### src/rtl/hif_pkg.sv
// Shared constants of the host/DSP mailbox bridge: register locations on
// both sides and control bit positions.
package hif_pkg;
    // host-side word locations
    localparam int H_CTRL = 0;
    localparam int H_STAT = 1;
    localparam int H_CMD  = 2;
    localparam int H_DATA = 3;
    // DSP-side word locations
    localparam int D_CTRL = 0;
    localparam int D_STAT = 1;
    localparam int D_DATA = 2;
    localparam int D_VEC  = 3;
    // host control bits
    localparam int CB_EN_DN = 0;
    localparam int CB_EN_UP = 1;
    localparam int CB_INIT  = 4;
    // DSP control bits
    localparam int DB_HOLD   = 0;
    localparam int DB_IRQ_DN = 1;
    localparam int DB_IRQ_UP = 2;
endpackage

### src/rtl/hif_mailbox.sv
// Two-stage one-way mailbox. The writer fills stage 0 and the reader drains
// stage 1. A word moves from stage 0 to stage 1 when xfer_en is high and
// stage 1 is empty or is being read in the same clock.
// Assumes: writes to a full stage 0 and reads of an empty stage 1 are
// dropped; clr clears the flags only and has priority.
module hif_mailbox #(
    parameter int W = 32
) (
    input  logic         clk,
    input  logic         rst_n,
    input  logic         clr,
    input  logic         wr_en,
    input  logic [W-1:0] wr_data,
    input  logic         rd_en,
    input  logic         xfer_en,
    output logic [W-1:0] rd_data,
    output logic         wr_room,
    output logic         rd_avail
);
    logic         s0_full, s1_full;
    logic [W-1:0] s0_q, s1_q;
    logic         rd_ok, wr_ok, move;

    // accepted accesses and the stage-to-stage move
    always_comb begin
        rd_ok = rd_en & s1_full;
        wr_ok = wr_en & ~s0_full;
        move  = s0_full & (~s1_full | rd_ok) & xfer_en;
    end

    // stage 0: writer side
    always_ff @(posedge clk) begin
        if (!rst_n) begin
            s0_full <= 1'b0;
            s0_q    <= '0;
        end else if (clr) begin
            s0_full <= 1'b0;
        end else if (wr_ok) begin
            s0_full <= 1'b1;
            s0_q    <= wr_data;
        end else if (move) begin
            s0_full <= 1'b0;
        end
    end

    // stage 1: reader side
    always_ff @(posedge clk) begin
        if (!rst_n) begin
            s1_full <= 1'b0;
            s1_q    <= '0;
        end else if (clr) begin
            s1_full <= 1'b0;
        end else if (move) begin
            s1_full <= 1'b1;
            s1_q    <= s0_q;
        end else if (rd_ok) begin
            s1_full <= 1'b0;
        end
    end

    assign rd_data  = s1_q;
    assign wr_room  = ~s0_full;
    assign rd_avail = s1_full;
endmodule

### src/rtl/hif_cmd.sv
// Host command slot: holds an exception vector and a pending flag until the
// DSP acknowledges. Assumes wr_en is ignored while pending; clr drops the
// pending flag but keeps the vector.
module hif_cmd #(
    parameter int VEC_W = 8
) (
    input  logic             clk,
    input  logic             rst_n,
    input  logic             clr,
    input  logic             wr_en,
    input  logic [VEC_W-1:0] wr_vec,
    input  logic             ack,
    output logic             pending,
    output logic [VEC_W-1:0] vec
);
    // pending flag and vector latch
    always_ff @(posedge clk) begin
        if (!rst_n) begin
            pending <= 1'b0;
            vec     <= '0;
        end else if (clr) begin
            pending <= 1'b0;
        end else if (wr_en && !pending) begin
            pending <= 1'b1;
            vec     <= wr_vec;
        end else if (ack) begin
            pending <= 1'b0;
        end
    end
endmodule

### src/rtl/hif_bridge.sv
// Host/DSP mailbox bridge top. It decodes the host locations (with a DMA
// acknowledge that forces the data location) and the DSP locations. It holds
// both sides' control bits, the two mailboxes and the command slot.
// Assumes one clock; dsp_run low stands for a stopped DSP clock.
module hif_bridge #(
    parameter int DATA_W  = 32,
    parameter int HADDR_W = 4,
    parameter int DADDR_W = 2,
    parameter int VEC_W   = 8
) (
    input  logic               clk,
    input  logic               rst_n,
    input  logic               host_cs,
    input  logic               host_ack,
    input  logic               host_we,
    input  logic [HADDR_W-1:0] host_addr,
    input  logic [DATA_W-1:0]  host_wdata,
    output logic [DATA_W-1:0]  host_rdata,
    output logic               host_irq,
    output logic               host_dreq_dn,
    output logic               host_dreq_up,
    input  logic               dsp_run,
    input  logic               dsp_cs,
    input  logic               dsp_we,
    input  logic [DADDR_W-1:0] dsp_addr,
    input  logic [DATA_W-1:0]  dsp_wdata,
    output logic [DATA_W-1:0]  dsp_rdata,
    output logic               dsp_irq,
    input  logic               dsp_exc_ack,
    output logic               dsp_exc_req,
    output logic [VEC_W-1:0]   dsp_exc_vec
);
    import hif_pkg::*;

    localparam logic [HADDR_W-1:0] HA_CTRL = HADDR_W'(H_CTRL);
    localparam logic [HADDR_W-1:0] HA_STAT = HADDR_W'(H_STAT);
    localparam logic [HADDR_W-1:0] HA_CMD  = HADDR_W'(H_CMD);
    localparam logic [HADDR_W-1:0] HA_DATA = HADDR_W'(H_DATA);
    localparam logic [DADDR_W-1:0] DA_CTRL = DADDR_W'(D_CTRL);
    localparam logic [DADDR_W-1:0] DA_STAT = DADDR_W'(D_STAT);
    localparam logic [DADDR_W-1:0] DA_DATA = DADDR_W'(D_DATA);
    localparam logic [DADDR_W-1:0] DA_VEC  = DADDR_W'(D_VEC);

    logic [HADDR_W-1:0] h_idx;
    logic               h_wr, h_rd, d_wr, d_rd;
    logic               en_dn_q, en_up_q;
    logic               hres_q, dirq_dn_q, dirq_up_q;
    logic               init_pulse, clr_dn, clr_up;
    logic [DATA_W-1:0]  dn_rdata, up_rdata;
    logic               dn_room, dn_avail, up_room, up_avail;
    logic               cmd_pend;
    logic [VEC_W-1:0]   cmd_vec;

    // access decode; the DMA acknowledge overrides the address lines
    always_comb begin
        h_idx = host_ack ? HA_DATA : host_addr;
        h_wr  = (host_cs | host_ack) & host_we;
        h_rd  = (host_cs | host_ack) & ~host_we;
        d_wr  = dsp_cs & dsp_run & dsp_we;
        d_rd  = dsp_cs & dsp_run & ~dsp_we;
    end

    // local resets: held hold bit, or one-shot initialise per channel
    always_comb begin
        init_pulse = h_wr && (h_idx == HA_CTRL) && host_wdata[CB_INIT];
        clr_dn = hres_q | (init_pulse & host_wdata[CB_EN_DN]);
        clr_up = hres_q | (init_pulse & host_wdata[CB_EN_UP]);
    end

    // host control register
    always_ff @(posedge clk) begin
        if (!rst_n) begin
            en_dn_q <= 1'b0;
            en_up_q <= 1'b0;
        end else if (h_wr && h_idx == HA_CTRL) begin
            en_dn_q <= host_wdata[CB_EN_DN];
            en_up_q <= host_wdata[CB_EN_UP];
        end
    end

    // DSP control register
    always_ff @(posedge clk) begin
        if (!rst_n) begin
            hres_q    <= 1'b0;
            dirq_dn_q <= 1'b0;
            dirq_up_q <= 1'b0;
        end else if (d_wr && dsp_addr == DA_CTRL) begin
            hres_q    <= dsp_wdata[DB_HOLD];
            dirq_dn_q <= dsp_wdata[DB_IRQ_DN];
            dirq_up_q <= dsp_wdata[DB_IRQ_UP];
        end
    end

    hif_mailbox #(.W(DATA_W)) u_dn (
        .clk     (clk),
        .rst_n   (rst_n),
        .clr     (clr_dn),
        .wr_en   (h_wr && h_idx == HA_DATA),
        .wr_data (host_wdata),
        .rd_en   (d_rd && dsp_addr == DA_DATA),
        .xfer_en (dsp_run),
        .rd_data (dn_rdata),
        .wr_room (dn_room),
        .rd_avail(dn_avail)
    );

    hif_mailbox #(.W(DATA_W)) u_up (
        .clk     (clk),
        .rst_n   (rst_n),
        .clr     (clr_up),
        .wr_en   (d_wr && dsp_addr == DA_DATA),
        .wr_data (dsp_wdata),
        .rd_en   (h_rd && h_idx == HA_DATA),
        .xfer_en (dsp_run),
        .rd_data (up_rdata),
        .wr_room (up_room),
        .rd_avail(up_avail)
    );

    hif_cmd #(.VEC_W(VEC_W)) u_cmd (
        .clk    (clk),
        .rst_n  (rst_n),
        .clr    (hres_q),
        .wr_en  (h_wr && h_idx == HA_CMD),
        .wr_vec (host_wdata[VEC_W-1:0]),
        .ack    (dsp_exc_ack & dsp_run),
        .pending(cmd_pend),
        .vec    (cmd_vec)
    );

    // host read multiplexer
    always_comb begin
        case (h_idx)
            HA_CTRL: host_rdata = DATA_W'({en_up_q, en_dn_q});
            HA_STAT: host_rdata = DATA_W'({hres_q, cmd_pend, up_avail, dn_room});
            HA_CMD:  host_rdata = DATA_W'({cmd_pend, cmd_vec});
            HA_DATA: host_rdata = up_rdata;
            default: host_rdata = '0;
        endcase
    end

    // DSP read multiplexer
    always_comb begin
        case (dsp_addr)
            DA_CTRL: dsp_rdata = DATA_W'({dirq_up_q, dirq_dn_q, hres_q});
            DA_STAT: dsp_rdata = DATA_W'({cmd_pend, up_room, dn_avail});
            DA_DATA: dsp_rdata = dn_rdata;
            DA_VEC:  dsp_rdata = DATA_W'(cmd_vec);
            default: dsp_rdata = '0;
        endcase
    end

    // request outputs
    always_comb begin
        host_dreq_dn = en_dn_q & dn_room;
        host_dreq_up = en_up_q & up_avail;
        host_irq     = host_dreq_dn | host_dreq_up;
        dsp_irq      = (dirq_dn_q & dn_avail) | (dirq_up_q & up_room);
        dsp_exc_req  = cmd_pend;
        dsp_exc_vec  = cmd_vec;
    end
endmodule

### config.mk
export PLATFORM = sky130hd
export DESIGN_NAME = hif_bridge
export DESIGN_NICKNAME = d
export VERILOG_FILES = /design/src/rtl/hif_pkg.sv /design/src/rtl/hif_mailbox.sv /design/src/rtl/hif_cmd.sv /design/src/rtl/hif_bridge.sv
export SDC_FILE = /design/constraint.sdc
export NUM_CORES = 1
export LEC_CHECK = 0
export ABC_AREA = 1
export ABC_CLOCK_PERIOD_IN_PS = 1490
export BUFFER_PORTS_ARGS = -buffer_cell sky130_fd_sc_hd__buf_2
export CORE_ASPECT_RATIO = 1.75
export CORE_MARGIN = 4
export CORE_UTILIZATION = 54
export CTS_CLUSTER_DIAMETER = 150
export CTS_CLUSTER_SIZE = 24
export DETAILED_ROUTE_END_ITERATION = 7
export GPL_ROUTABILITY_DRIVEN = 0
export PLACE_DENSITY = 0.78
export SYNTH_ARGS = -nofsm -noshare
export SYNTH_HDL_FRONTEND = slang
export SYNTH_SLANG_ARGS = --single-unit
### constraint.sdc
create_clock -name clk -period 1.49 [get_ports clk]
set_input_delay 0.0745 -clock clk [delete_from_list [all_inputs] [get_ports clk]]
set_output_delay 0.0745 -clock clk [all_outputs]
set_load 0.02 [all_outputs]
Word level (Yosys, flattened, before mapping)
Index checks and enable logic that the tools add are counted.
Widths: inputs -> output; s select.
{"block": "totals", "word_cells": 96, "out_inout_bits": 77, "regBits": 146, "input_bits": 79}
{"block": "classes", "n_bitwise": 37, "n_reduce_logical": 25, "eq_ne": 6, "muxes": 13}
{"operator": "$pmux 32 s4", "count": 2}
{"operator": "$and 1x1->1", "count": 20}
{"operator": "$mux 1", "count": 10}
{"operator": "$not 1->1", "count": 10}
{"operator": "$reduce_and 2->1", "count": 5}
{"operator": "$reduce_bool 2->1", "count": 5}
{"operator": "$logic_and 1x1->1", "count": 9}
{"operator": "$eq 4x2->1 const B", "count": 2}
{"operator": "$or 1x1->1", "count": 7}
{"operator": "$reduce_or 2->1", "count": 3}
{"operator": "$eq 2x2->1 const B", "count": 2}
{"operator": "$eq 4x1->1 const B", "count": 1}
{"operator": "$logic_not 4->1", "count": 1}
{"operator": "$mux 4", "count": 1}
{"operator": "$eq 2x1->1 const B", "count": 1}
{"operator": "$logic_not 2->1", "count": 1}
{"operator": "$logic_not 1->1", "count": 1}

Longest topological paths before layout
Gate-level depths: netlist (run 1).
{"block": "depth", "ltp_word": 9, "depth_mapped": 9, "mapped_depth_nobuf": 8}

Hierarchy
From an unflattened synthesis (run 1), not the netlist that was laid out.
{"block": "unflattened", "cells_unflattened": 1201, "area_unflattened_um2": 7367.1}
{"mod": "hif_mailbox", "seq_area_each_um2": 1321.3, "area_per_inst_um2": 2937.8, "cells_each": 455, "n_inst": 2}
{"mod": "hif_bridge", "seq_area_each_um2": 100.1, "area_per_inst_um2": 1096.1, "cells_each": 233, "n_inst": 1}
{"mod": "hif_cmd", "seq_area_each_um2": 180.2, "area_per_inst_um2": 395.4, "cells_each": 58, "n_inst": 1}

Worst setup path after synthesis (run 1)
Ideal clock, no wire load.
{"block": "synth_path", "kind": "register to output", "start": "register hres_q", "end": "output host_rdata[3]", "path_slack_ns": 0.035, "required_time_ns": 1.416, "path_stages_with_launch": 5, "t_arrival_ns": 1.380, "path_buffers": 2, "path_cell_list": "dfxtp_1 -> clkbuf_1 -> inv_2 -> buf_1 -> o221ai_1"}
{"block": "synth_via", "elab_chain_cells": 1}
{"item": "from (decl)", "line_no": "hif_bridge.sv:47", "rtl": "logic hres_q, dirq_dn_q, dirq_up_q;"}
{"item": "from (signal assigned)", "line_no": "hif_bridge.sv:88", "rtl": "hres_q <= dsp_wdata[DB_HOLD];"}
{"item": "$pmux 32 s4", "line_no": "hif_bridge.sv:133", "rtl": "case (h_idx)"}
{"item": "to (decl)", "line_no": "hif_bridge.sv:18", "rtl": "output logic [DATA_W-1:0] host_rdata,"}
No other way between the ends.

Worst setup path in the final report (run 1)
{"block": "layout_path", "start": "register u_cmd.vec[0]", "end": "output dsp_rdata[0]"}
{"block": "layout_via", "elab_chain_cells": 1}
{"item": "from (decl)", "line_no": "hif_cmd.sv:14", "rtl": "output logic [VEC_W-1:0] vec"}
{"item": "from (signal assigned)", "line_no": "hif_cmd.sv:25", "rtl": "vec <= wr_vec;"}
{"item": "$pmux 32 s4", "line_no": "hif_bridge.sv:144", "rtl": "case (dsp_addr)"}
{"item": "to (decl)", "line_no": "hif_bridge.sv:27", "rtl": "output logic [DATA_W-1:0] dsp_rdata,"}
No other way between the ends.

==> results of run 1 <==
==> cell families after synthesis <==
logic type | after synthesis | synth area share [%]
DFF | 146 | 44.7
and+or+nand+nor | 640 | 39.5
AOI/OAI and AO/OA | 45 | 4.11
buffers and inverters | 195 | 11.8
==> layout make-up <==
type	count	area, um2
inverter	142	538
timing repair buffer	255	1820
tap	137	171
clock inverter	9	201
multi-input combinational	685	2870
clock buffer	22	474
sequential	146	2930
fill	943	2930
==> worst paths after layout <==
path	start	to	slack (ns)	cells past startpoint
min	dsp_we	u_dn.rd_avail$_SDFFE_PP0P_	0.04	5
min reg2reg	u_dn.rd_data[0]$_SDFFE_PN0P_	u_dn.rd_data[0]$_SDFFE_PN0P_	0.46	2
max reg2reg	u_up.s0_full$_SDFFE_PP0P_	u_up.s0_q[7]$_SDFFE_PN0P_	0.11	5
max	u_cmd.vec[0]$_SDFFE_PN0P_	dsp_rdata[0]	0.06	3
==> per-layer routing <==
metal	wire (um)	part of all wire (%)	vias to the layer above	track usage [%]
met2	9080	52	188	46.9
met3	923	5.3	35	4.80
li1	-	-	3513	-
met1	6920	40	2956	29.2
met5	0	0	-	0
met4	438	2.5	0	9.57
==> registers in the layout, summed over array words and instances, names as in the netlist <==
| register | cells |
|---|---|
| dirq_dn_q | 1 |
| dirq_up_q | 1 |
| en_dn_q | 1 |
| en_up_q | 1 |
| hres_q | 1 |
| u_cmd.pending | 1 |
| u_cmd.vec | 8 |
| u_dn.rd_avail | 1 |
| u_dn.rd_data | 32 |
| u_dn.s0_full | 1 |
| u_dn.s0_q | 32 |
| u_up.rd_avail | 1 |
| u_up.rd_data | 32 |
| u_up.s0_full | 1 |
| u_up.s0_q | 32 |
==> worst max-delay path: stages, from the launching register on <==
cell and delay (ns):
dfxtp_1 0.43, a221oi_2 0.09, a22oi_2 0.24, buf_4 0.19
==> synthesized netlist by cell type, drive strengths merged <==
library cell    n  area share, %
a211oi          3           0.34
a21oi          15            1.3
a221oi          1           0.13
a22oi           1           0.11
buf            34            2.5
clkbuf         19            1.1
clkinv          1          0.057
dfxtp         146             45
inv           141            8.1
nand2         254             15
nand3          12            1.4
nand4          35            3.3
nor2          324             19
nor3           15            1.2
o2111ai         2           0.27
o211ai          1           0.11
o21ai          14            1.1
o221ai          1           0.13
o22ai           7           0.67
==> repair_timing <==
action                     in CTS  in global routing
pin swaps                       0                  1
setup buffers                   0                  0
hold endpoints to repair       73                  0
gates cloned                    1                  0
resized for setup               3                 10
hold buffers                   65                  0
setup endpoints to repair       1                  3
==> through the flow <==
| step | utilization (%) | hold WS (ns) | setup WS, ns | cell area, um2 | power (mW) |
|---|---|---|---|---|---|
| 2_1_floorplan | - | 0.209 | 0.0353 | 6540 | 4.67 |
| 3_5_place_dp | 63.7 | 0.303 | 0.0271 | 7600 | 4.97 |
| 4_1_cts | 75.1 | 0.0336 | 0.00566 | 8960 | 9.94 |
| 6_report | 75.4 | 0.0428 | 0.0577 | 9000 | 9.88 |
| 5_1_grt | 75.4 | 0.0538 | -0.00385 | 9000 | 10.3 |
| 3_3_place_gp | 63.7 | 0.295 | 0.0511 | 7600 | 4.95 |
==> power by group through the flow <==
stage	registers, mW	logic (mW)	clock network (mW)
2_1_floorplan	4.17	0.498	0
3_3_place_gp	4.18	0.777	0
3_5_place_dp	4.18	0.787	0
4_1_cts	4.10	0.931	4.91
5_1_grt	4.11	1.07	5.10
6_report	4.10	0.943	4.84
==> summary.md, run 1 <==
| Metric | Value |
|---|---|
| Sw power | 2.16 mW |
| Final TNS setup | 0 ns |
| Initial core utilization | 54.8% |
| Antenna diode count | 0 |
| Comb power frac | 9.5% |
| DRC Markers | 0 |
| Die height | 154 um |
| CTS Root Cell | clkbuf_16 |
| Max Buffers Root-to-Sink | 2 |
| First-pass GRT wire length | 29,900 um |
| Critical Path Source Type | register |
| CP Max Fanout | 4 |
| 1st-pass router iterations | 4 |
| Syn Std Cell Area | 0.00654 mm2 |
| Crit path DAT | 1.36 ns |
| Clock power share | 49.0% |
| H-tree levels | 4 |
| Pleak | 4.69 nW |
| Final hold violation count | 0 |
| Routed via count | 6,692 |
| #FFs+latches synth | 146 |
| Syn Area/Cell | 6.38 um2 |
| Seq/Total Area, Yosys | 44.7% |
| Port Buffer Count | 155 |
| I/O pin count | 156 |
| Core ar. | 0.0119 mm2 |
| Worst-path clk slew | 0.06 ns |
| Clock Skew | 0.0108 ns |
| Crit path time final | 1.43 ns |
| Cells after Synth | 1,026 |
| Crit Path Class | register to primary output |
| Post-route ant nets | 0 |
| Die Area | 0.0140 mm2 |
| Non-Filler Instances | 1,396 |
| Clk sinks | 146 |
| DP Cell Count | 1,299 |
| Initial antenna violation count | 0 |
| Fin nets | 1,326 |
| Post-Syn Nets | 1,105 |
| Iter 0 DRT Violations | 260 |
| Yosys cell types | 28 |
| Site Rows | 53 |
| Wire per inst | 12.4 um |
| Crit path required time | 1.42 ns |
| Largest net degree at the start of global routing | 65 |
| Post-detail-place hpwl | 11,200 um |
| Slew Viols, Final | 0 |
| Setup-failing EPs final | 0 |
| Total GRT Usage | 25.6% |
| Area growth syn-to-layout | 37.6% |
| Num CTS Buffers | 17 |
| Outcome | completed |
| Sw frac | 21.9% |
| Worst vdd ir | 0.849 mV |
| Int Pwr | 7.72 mW |
| Power per cell area | 1100 mW/mm2 |
| Synth Warn # | 0 |
| Layout cells sized above 1 | 19.2% |
| Seq pwr share | 41.4% |
| Slew @ Worst Pin | 0.377 ns |
| Commonest non-fill, non-tap cell in the layout | nor2_1 |
| Clk_lat worst skew | 0.42 ns |
| Vias per inst | 4.79 |
| Most frequent cells in the layout | 319 x nor2_1, 254 x nand2_1, 151 x buf_2, 144 x dfxtp_1, 138 x inv_1 |
| CP Capture Type | primary output |
| DIE WIDTH | 91.2 um |
| Remaining Overflow, GRT | 0 |
| Total Wirelength | 17,400 um |
| Worst min-delay path category | input pin to register |
| Final Cycle Share | 96.1% |
| CTS tree | built |
| Max-cap violation count | 0 |
| Slew HR | 74.8% |
| Vias in the first global route | 6,573 |
| Peak Freq | 0.698 GHz |
Note: power is estimated with default switching activity, not from simulation.
==> inputs of run 2 (changes only) <==
--- a/config.mk
+++ b/config.mk
@@ -13,3 +13,3 @@
 export CORE_UTILIZATION = 54
-export CTS_CLUSTER_DIAMETER = 150
+export CTS_CLUSTER_DIAMETER = 30
 export CTS_CLUSTER_SIZE = 24
==> constraint.sdc (replaced) <==
create_clock -name clk -period 1.49 [get_ports clk]
set_input_delay 0.298 -clock clk [delete_from_list [all_inputs] [get_ports clk]]
set_output_delay 0.298 -clock clk [all_outputs]
set_load 0.02 [all_outputs]
==> run 2 against run 1 <==
Against the previous run: the flow now finishes with violations (setup timing); first-iteration DRC count increased by 24%; design area increased by 2.7%; combinational power increased by 7%; clock power decreased by 8.7%; worst setup slack got worse by 0.32 ns; cell count decreased by 1.9%; power decreased by 3.5%; critical path depth increased by 5; flip-flop and latch count unchanged; critical endpoint is now host_rdata[3]; largest cell class is now multi-input combinational cells; highest routed layer unchanged.
==> summary.md, run 2 (synthesis gave the netlist of run 1 again) <==
| Metric | Value |
|---|---|
| CP Capture Type | primary output |
| Crit path required time | 1.19 ns |
| Comb power frac | 10.6% |
| Most frequent cells in the layout | 303 x nor2_1, 236 x nand2_1, 135 x dfxtp_1, 132 x inv_1, 122 x buf_2 |
| Clk_lat worst skew | 0.41 ns |
| Num CTS Buffers | 17 |
| Sw frac | 24.2% |
| Critical Path Source Type | input pin |
| Power per cell area | 1030 mW/mm2 |
| Violated checks | setup timing |
| Clock Skew | 0.00983 ns |
| Final hold violation count | 0 |
| Setup-failing EPs final | 77 |
| Commonest non-fill, non-tap cell in the layout | nor2_1 |
| Routed via count | 6,875 |
| Post-route setup slack | -0.265 ns |
| Vias per inst | 5.02 |
| Largest net degree at the start of global routing | 63 |
| Pleak | 4.69 nW |
| Site Rows | 53 |
| Crit path DAT | 1.46 ns |
| Core ar. | 0.0119 mm2 |
| Area growth syn-to-layout | 41.3% |
| DP Cell Count | 1,318 |
| CP Max Fanout | 6 |
| Most frequent cell on the critical path | buf_6 |
| End of the worst hold path | u_up.s0_q[28]$_SDFFE_PN0P_ |
| Post-route cell area | 0.00924 mm2 |
| Slew Viols, Final | 0 |
| Max Buffers Root-to-Sink | 2 |
| Total GRT Usage | 24.6% |
| Initial core utilization | 54.8% |
| Die Area | 0.0140 mm2 |
| Max-cap violation count | 0 |
| CTS tree | built |
| CTS Root Cell | clkbuf_16 |
| Final TNS setup | -6.86 ns |
| Worst min-delay path category | input pin to register |
| Non-Filler Instances | 1,370 |
| Layout cells sized above 1 | 28.5% |
| RR Endpoint | u_dn.rd_data[4]$_SDFFE_PN0P_ |
| Clk sinks | 146 |
| Slew HR | 72.6% |
| H-tree levels | 4 |
| Final Total Pwr | 9.53 mW |
| Crit path time final | 1.75 ns |
| Worst-path clk slew | 0.06 ns |
| Post-route ant nets | 0 |
| Hold path cells | 3 |
| Post-CTS Hold Buffers | 0 |
| DRC Markers | 0 |
| Clock power share | 46.4% |
| Crit Path Class | input pin to primary output |
| I/O pin count | 156 |
| Slew @ Worst Pin | 0.409 ns |
| Worst r2r src | u_dn.rd_avail$_SDFFE_PP0P_ |
| Worst vdd ir | 1.10 mV |
| Die height | 154 um |
| Worst reg2reg path depth | 8 |
| Peak Freq | 0.570 GHz |
| Int Pwr | 7.22 mW |
| Total Wirelength | 19,500 um |
| Crit path largest cell delay | 0.24 ns |
| Vias in the first global route | 6,264 |
| Reg2Reg Setup Slack | -0.04 ns |
| 1st-pass router iterations | 5 |
| Port Buffer Count | 155 |
| Slowest-stage cell, CP | o221ai_2 |
| Remaining Overflow, GRT | 0 |
| Post-detail-place hpwl | 11,600 um |
| Iter 0 DRT Violations | 323 |
| Wire per inst | 14.3 um |
| First-pass GRT wire length | 28,300 um |
| DIE WIDTH | 91.2 um |
| Sw power | 2.31 mW |
| Placed Area | 0.00781 mm2 |
| Antenna diode count | 0 |
| Fin nets | 1,299 |
| Final Cycle Share | 118% |
| Outcome | complete, but fails checks |
| Cell chain of the critical path | buf_6, nor2_4, nand2_1, nor2_1, buf_4, clkinvlp_4, o221ai_2, buf_6 |
| Initial antenna violation count | 0 |
| Seq pwr share | 43.0% |
| Min-delay src | dsp_wdata[28] |
| RSZ-0062 raised after global routing | true |
run 2: changes by cell type in the layout (fill, tap and decap cells not counted), sizes merged:
cell         change
dlygate4sd3     -65
buf             +33
clkinv           +4
bufinv           -3
clkbuf           +3
clkinvlp         +2
bufbuf           -1
nand3            +1
run 2: per-layer routing:
| layer | share of wire, % | track usage [%] | wire length (um) | vias to the layer above |
|---|---|---|---|---|
| li1 | - | - | - | 3472 |
| met4 | 4.0 | 10.1 | 789 | 0 |
| met5 | 0 | 0 | 0 | - |
| met1 | 37 | 26.0 | 7240 | 3096 |
| met3 | 5.8 | 6.36 | 1130 | 58 |
| met2 | 53 | 45.5 | 10400 | 249 |
run 2: critical path, delay by kind of cell:
family,cells,cell delay (ns)
buf+inv,4,0.64
simple gates,3,0.28
compound gates,1,0.24
run 2: cell type report:
type	count	area, um2
well taps	137	171
repair buffers	227	1750
fillers	870	2690
inverters	142	541
clock buffers	20	467
flip-flops and latches	146	2940
multi-input cells	686	3220
clock inverters	12	155
run 2: repair_timing:
action,CTS,global route
buffers inserted,7,5
gates cloned,0,9
gates resized for setup,81,79
endpoints found under the setup margin,44,118
endpoints found under the hold margin,0,0
pin swaps,14,21
run 2: power groups by stage:
stage	clock [mW]	sequential, mW	combinational, mW
6_report	4.42	4.10	1.01
3_5_place_dp	0	4.18	0.813
2_1_floorplan	0	4.17	0.505
3_3_place_gp	0	4.18	0.799
4_1_cts	4.46	4.10	0.879
5_1_grt	4.68	4.11	1.12
run 2: worst max path at each step:
stage	from	end	slack [ns]	cells after the start
5_1_grt	host_addr[0]	host_rdata[3]	-0.32	8
4_1_cts	host_addr[2]	host_rdata[5]	-0.23	8
3_5_place_dp	host_addr[3]	host_rdata[5]	-0.29	8
3_3_place_gp	host_addr[3]	host_rdata[7]	-0.28	8
6_report	host_addr[3]	host_rdata[3]	-0.26	8
2_1_floorplan	dsp_addr[1]	dsp_rdata[12]	-0.05	6
run 2: through the flow:
stage / utilization, % / hold WS, ns / setup WS [ns]
after floorplan: - / 0.433 / -0.0458
after global placement: 65.4 / 0.450 / -0.283
after detailed placement: 65.4 / 0.453 / -0.289
after CTS: 73.5 / 0.0977 / -0.227
after global routing: 77.4 / 0.103 / -0.318
final: 77.4 / 0.103 / -0.265
